===== src/rtl/l3pt_pkg.sv =====
package l3pt_pkg;

    // Controller states
    typedef enum logic [1:0] {
        ST_IDLE = 2'd0,
        ST_BODY = 2'd1,
        ST_TCNT = 2'd2,
        ST_TSUM = 2'd3
    } l3pt_state_e;

    // Output word source
    typedef enum logic [1:0] {
        SEL_PASS = 2'd0,
        SEL_CNT  = 2'd1,
        SEL_SUM  = 2'd2
    } l3pt_sel_e;

endpackage


===== src/rtl/l3pt_ctrl.sv =====
module l3pt_ctrl
    import l3pt_pkg::*;
(
    input  logic      clk,
    input  logic      rst_n,
    input  logic      in_valid,
    input  logic      in_sof,
    input  logic      in_eof,
    input  logic      keep_bit,
    input  logic      fifo_full,
    output logic      in_ready,
    output logic      start,
    output logic      step,
    output logic      wr_en,
    output l3pt_sel_e wr_sel
);

    l3pt_state_e st_q;
    l3pt_state_e st_d;
    logic        keep_q;
    logic        accept;

    // State register and per-event keep flag
    always_ff @(posedge clk) begin
        if (!rst_n) begin
            st_q   <= ST_IDLE;
            keep_q <= 1'b0;
        end else begin
            st_q <= st_d;
            if (start) begin
                keep_q <= keep_bit;
            end
        end
    end

    // Next-state logic
    always_comb begin
        st_d = st_q;
        unique case (st_q)
            ST_IDLE: begin
                if (start) begin
                    if (!in_eof)       st_d = ST_BODY;
                    else if (keep_bit) st_d = ST_TCNT;
                    else               st_d = ST_IDLE;
                end
            end
            ST_BODY: begin
                if (accept && in_eof) begin
                    st_d = keep_q ? ST_TCNT : ST_IDLE;
                end
            end
            ST_TCNT: begin
                if (!fifo_full) st_d = ST_TSUM;
            end
            ST_TSUM: begin
                if (!fifo_full) st_d = ST_IDLE;
            end
            default: st_d = ST_IDLE;
        endcase
    end

    // Output logic
    always_comb begin
        in_ready = 1'b0;
        accept   = 1'b0;
        start    = 1'b0;
        step     = 1'b0;
        wr_en    = 1'b0;
        wr_sel   = SEL_PASS;
        unique case (st_q)
            ST_IDLE: begin
                // only a kept start word has to wait for FIFO space
                in_ready = !(in_sof && keep_bit && fifo_full);
                accept   = in_valid && in_ready;
                start    = accept && in_sof;
                wr_en    = start && keep_bit;
            end
            ST_BODY: begin
                in_ready = !(keep_q && fifo_full);
                accept   = in_valid && in_ready;
                step     = accept;
                wr_en    = accept && keep_q;
            end
            ST_TCNT: begin
                wr_sel = SEL_CNT;
                wr_en  = !fifo_full;
            end
            ST_TSUM: begin
                wr_sel = SEL_SUM;
                wr_en  = !fifo_full;
            end
            default: begin
                wr_sel = SEL_PASS;
            end
        endcase
    end

    AST_TRL_NO_INPUT: assert property (@(posedge clk) disable iff (!rst_n)
        (st_q == ST_TCNT || st_q == ST_TSUM) |-> !in_ready);

    AST_TRL_HOLD: assert property (@(posedge clk) disable iff (!rst_n)
        ((st_q == ST_TCNT || st_q == ST_TSUM) && fifo_full) |=> (st_q == $past(st_q)));

    AST_CNT_THEN_SUM: assert property (@(posedge clk) disable iff (!rst_n)
        (st_q == ST_TCNT && !fifo_full) |=> (st_q == ST_TSUM));

    AST_DROP_SILENT: assert property (@(posedge clk) disable iff (!rst_n)
        (st_q == ST_BODY && !keep_q) |-> !wr_en);

endmodule


===== src/rtl/l3pt_accum.sv =====
module l3pt_accum #(
    parameter int DATA_W = 32,
    parameter int CNT_W  = 16
) (
    input  logic              clk,
    input  logic              rst_n,
    input  logic              start,
    input  logic              step,
    input  logic [DATA_W-1:0] data,
    output logic [CNT_W-1:0]  cnt,
    output logic [DATA_W-1:0] sum
);

    localparam logic [CNT_W-1:0] CNT_ONE = CNT_W'(1);

    always_ff @(posedge clk) begin
        if (!rst_n) begin
            cnt <= '0;
            sum <= '0;
        end else if (start) begin
            cnt <= CNT_ONE;
            sum <= data;
        end else if (step) begin
            cnt <= cnt + CNT_ONE;
            sum <= sum + data;
        end
    end

    AST_START_ONE: assert property (@(posedge clk) disable iff (!rst_n)
        start |=> (cnt == CNT_ONE));

endmodule


===== src/rtl/l3pt_outmux.sv =====
module l3pt_outmux
    import l3pt_pkg::*;
#(
    parameter int DATA_W = 32,
    parameter int CNT_W  = 16
) (
    input  l3pt_sel_e         sel,
    input  logic [DATA_W-1:0] pass_data,
    input  logic [CNT_W-1:0]  cnt,
    input  logic [DATA_W-1:0] sum,
    output logic [DATA_W-1:0] wr_data
);

    logic [DATA_W-1:0] cnt_ext;

    generate
        if (CNT_W < DATA_W) begin : g_pad
            assign cnt_ext = {{(DATA_W - CNT_W){1'b0}}, cnt};
        end else begin : g_trim
            assign cnt_ext = cnt[DATA_W-1:0];
        end
    endgenerate

    always_comb begin
        unique case (sel)
            SEL_CNT: wr_data = cnt_ext;
            SEL_SUM: wr_data = sum;
            default: wr_data = pass_data;
        endcase
    end

endmodule


===== src/rtl/l3pt_top.sv =====
module l3pt_top
    import l3pt_pkg::*;
#(
    parameter int          DATA_W    = 32,
    parameter int          QUAL_W    = 16,
    parameter int          CNT_W     = 16,
    parameter logic [15:0] KEEP_MASK = 16'h0001
) (
    input  logic              clk,
    input  logic              rst_n,
    input  logic              in_valid,
    output logic              in_ready,
    input  logic [DATA_W-1:0] in_data,
    input  logic              in_sof,
    input  logic              in_eof,
    input  logic [QUAL_W-1:0] in_qual,
    input  logic              fifo_full,
    output logic              fifo_wr_en,
    output logic [DATA_W-1:0] fifo_wr_data
);

    localparam logic [QUAL_W-1:0] QMASK = QUAL_W'(KEEP_MASK);

    logic             keep_bit;
    logic             start;
    logic             step;
    l3pt_sel_e        wr_sel;
    logic [CNT_W-1:0] cnt;
    logic [DATA_W-1:0] sum;

    assign keep_bit = |(in_qual & QMASK);

    l3pt_ctrl u_ctrl (
        .clk       (clk),
        .rst_n     (rst_n),
        .in_valid  (in_valid),
        .in_sof    (in_sof),
        .in_eof    (in_eof),
        .keep_bit  (keep_bit),
        .fifo_full (fifo_full),
        .in_ready  (in_ready),
        .start     (start),
        .step      (step),
        .wr_en     (fifo_wr_en),
        .wr_sel    (wr_sel)
    );

    l3pt_accum #(.DATA_W(DATA_W), .CNT_W(CNT_W)) u_accum (
        .clk   (clk),
        .rst_n (rst_n),
        .start (start),
        .step  (step),
        .data  (in_data),
        .cnt   (cnt),
        .sum   (sum)
    );

    l3pt_outmux #(.DATA_W(DATA_W), .CNT_W(CNT_W)) u_outmux (
        .sel       (wr_sel),
        .pass_data (in_data),
        .cnt       (cnt),
        .sum       (sum),
        .wr_data   (fifo_wr_data)
    );

    AST_NO_WR_FULL: assert property (@(posedge clk) disable iff (!rst_n)
        fifo_wr_en |-> !fifo_full);

    AST_PASS_DATA: assert property (@(posedge clk) disable iff (!rst_n)
        (fifo_wr_en && in_valid && in_ready) |-> (fifo_wr_data == in_data));

endmodule


===== config.mk =====
export PLATFORM = sky130hd
export DESIGN_NAME = l3pt_top
export DESIGN_NICKNAME = d
export VERILOG_FILES = /design/src/rtl/l3pt_pkg.sv /design/src/rtl/l3pt_ctrl.sv /design/src/rtl/l3pt_accum.sv /design/src/rtl/l3pt_outmux.sv /design/src/rtl/l3pt_top.sv
export SDC_FILE = /design/constraint.sdc
export NUM_CORES = 1
export LEC_CHECK = 0
export ABC_AREA = 1
export BUFFER_PORTS_ARGS = -buffer_cell sky130_fd_sc_hd__buf_2
export CAP_MARGIN = 20
export CORE_MARGIN = 4
export CORE_UTILIZATION = 55
export CTS_CLUSTER_SIZE = 10
export DETAILED_ROUTE_END_ITERATION = 16
export GPL_ROUTABILITY_DRIVEN = 0
export PLACE_DENSITY = 0.88
export REMOVE_ABC_BUFFERS = 1
export SLEW_MARGIN = 20
export SYNTH_ARGS = -nofsm -noshare
export SYNTH_HDL_FRONTEND = slang
export SYNTH_SLANG_ARGS = --single-unit

===== constraint.sdc =====
create_clock -name clk -period 3.6 [get_ports clk]
set_input_delay 0.72 -clock clk [delete_from_list [all_inputs] [get_ports clk]]
set_output_delay 0.72 -clock clk [all_outputs]
set_load 0.005 [all_outputs]

==> reports/metrics.yaml <==
path_cells: "clkinv_2 -> nor2_1 -> inv_1 -> o221ai_1 -> buf_2"
p_int_mw: 1.09
viasPerCell: 5.20
cp_slowest_cell: "nor2_1"
rsz0062_at_grt: "no"
grt_max_degree: 36
cap_viol_max_count: 0
p_seq_share_pct: 34.1
grt_pass1_wl_mm: 23.4
hpwl_mm: 10.7
hold_viol: 0
num_antenna_cells: 0
floorplan.initialDensity_pct: 57.7
status: "completed"
synth_async_sr_flop_share_pct: 0
ys_types: 35
hold_buffers: 0
synth_top_cell_area_share_pct: 23.1
rows: 34
drt_iter0_markers: 404
critical-path-top-delay-family: "buffers and inverters"
synthTopCellsByArea: "nand2_1, dfxtp_1, inv_1"
max_stage_delay_ps: 410
fp.dieH_um: 105
hp-class: "reg -> reg"
finalNetCount: 1069
skew_ps: 11.3
cts_made_buffers: 5
ir_worst_vdd_mv: 0.204
wl_per_cell_um: 12.6
port_buffers: 72
htree_levels: 2
vias: 5669
syn_to_final_growth_pct: 10.3
finalSetupViolations: 0
crit_type: "reg -> out"
final_util_pct: 63.6
die_w_um: 105
insertion_delay_ps: 320
fmax_mhz: 357
clk_pin_slew_ps: 110
core-area_um2: 8890
synthFlopType: "dfxtp_1"
die_area_um2: 10900
synth_cells: 920
power.share.combinational_pct: 46.8
wirelength_mm: 13.7
switching_power_mw: 0.850
min_period_ps: 2800
timing.final.crit_share_pct: 77.9
cp.arrival_ps: 2080
relSlewSlack_pct: 32.3
cts_tree: "done"
yosysSeqAreaShare_pct: 19.9
cp_num_buf_inv: 3
antenna_found_initial: 0
clockPowerShare_pct: 19.2
yosysTopAreaCell: "nand2_1"
critPathMaxFanout: 14
clock_path_buffers: 2
start_kind: "register"
avgSynthCellArea_um2: 5.57
ys_ff_latch: 51
drc_errors: 0
post_cts_buffers: 0
drive_above_1_share_pct: 10.1
powerDensity_nw_per_um2: 343
p_leak_nw: 3.01
synth_warnings: 0
end_kind: "primary output"
syn_area_um2: 5130
grt_pass1_vias: 5277
clock-sinks: 51
tns_ps: 0
cts-resized-gates: 0
p_sw_share_pct: 43.8
tightest_slew_ps: 1010
cts-root-buf: "clkbuf_8"
gr-usage-all-layers_pct: 25.1
gr-total-overflow: 0
synth-edff-count: 0
drt_first_pass_iters: 5
drv_slew: 0
ant_nets: 0
cp.required_ps: 2880
num_io_pins: 88
[registers in the layout (all words and copies together), names as in the netlist]
name / flops
u_ctrl.st_q: 2
u_accum.sum: 32
u_ctrl.keep_q: 1
u_accum.cnt: 16
[cell families (layout without fill, tap and decap cells)]
group	count (synthesis)	after routing	synth area share, %
AO/OA/AOI/OAI	143	143	16.4
AND/OR/NAND/NOR	447	447	35.7
adder cells (fa/ha/maj)	33	33	8.20
XOR/XNOR	15	15	2.56
buffers and inverters	231	294	17.3
flip-flops	51	51	19.9
[routing by layer]
layer | part of all wire [%] | track usage [%] | vias up
met5 | 0 | 0 | -
met4 | 1.5 | 7.22 | 0
met3 | 7.1 | 3.70 | 15
met2 | 45 | 42.6 | 174
met1 | 46 | 33.2 | 2484
li1 | - | - | 2996
[final cells by class]
type	instances	area, um2
inverters	210	791
clock buffers	5	68.8
fillers	844	3240
well taps	108	135
flip-flops and latches	51	1020
multi-input cells	638	3220
repair buffers	76	390
clock inverters	3	27.5
[final timing paths]
kind | startpoint | to | slack [ps] | cells past startpoint
worst max-delay path | u_ctrl.st_q[1] | fifo_wr_data[0] | 800 | 5
worst min-delay path | u_accum.cnt[1] | u_accum.cnt[1] | 500 | 2
worst max register to register | u_accum.sum[0] | u_accum.sum[28] | 1350 | 11
worst min register to register | u_accum.cnt[1] | u_accum.cnt[1] | 500 | 2
[worst register-to-register path, cell delays in order, from the launching register on]
cell and delay (ps):
dfxtp_1 350, ha_1 210, fa_1 450, nand3_1 130
nand3_1 180, nand3_1 130, nand3_1 190, nand2_1 160
nand2_1 70, nand2_1 70, nand3_1 80, a21oi_1 150
[layout by cell type (no fill, tap or decap), types with 7 or more instances in the layout]
| cell type | n |
|---|---|
| a21oi_1 | 59 |
| a31oi_1 | 10 |
| buf_2 | 72 |
| dfxtp_1 | 51 |
| ha_1 | 32 |
| inv_1 | 204 |
| nand2_1 | 315 |
| nand3_1 | 46 |
| nor2_1 | 58 |
| nor3_1 | 7 |
| o211ai_1 | 12 |
| o21ai_0 | 13 |
| o22ai_1 | 37 |
| xor2_1 | 13 |
[synthesized netlist by cell type, types with 3 or more instances]
cell,number
clkbuf_1,13
nor3_1,7
a21oi_1,59
nor2_1,58
o211ai_1,12
inv_1,205
inv_2,3
nor2_4,3
o22ai_1,37
xor2_1,13
ha_1,32
dfxtp_1,51
buf_2,7
nand2_2,3
nand2_1,315
o221ai_1,6
nand3_1,46
and2_1,3
nand3b_1,5
a31oi_1,10
o21ai_0,13
[through the flow]
step / cell area [um2] / hold slack [ps] / total power [mW] / setup slack, ps / instances
global placement: 5560 / 474 / 1.55 / 947 / 1083
global route: 5660 / 522 / 2.11 / 541 / 1091
detailed placement: 5560 / 479 / 1.56 / 869 / 1083
floorplan: 5030 / 459 / 1.31 / 1010 / 899
CTS: 5660 / 496 / 1.94 / 823 / 1091
finish: 5660 / 496 / 1.94 / 797 / 1091
[power by group through the flow]
| stage | Sequential, mW | Clock, mW | Combinational (mW) |
|---|---|---|---|
| floorplan | 0.667 | 0 | 0.647 |
| global placement | 0.671 | 0 | 0.875 |
| detailed placement | 0.673 | 0 | 0.887 |
| CTS | 0.661 | 0.380 | 0.895 |
| global route | 0.669 | 0.401 | 1.04 |
| finish | 0.661 | 0.372 | 0.908 |
Power figures use the tool's default switching activity.
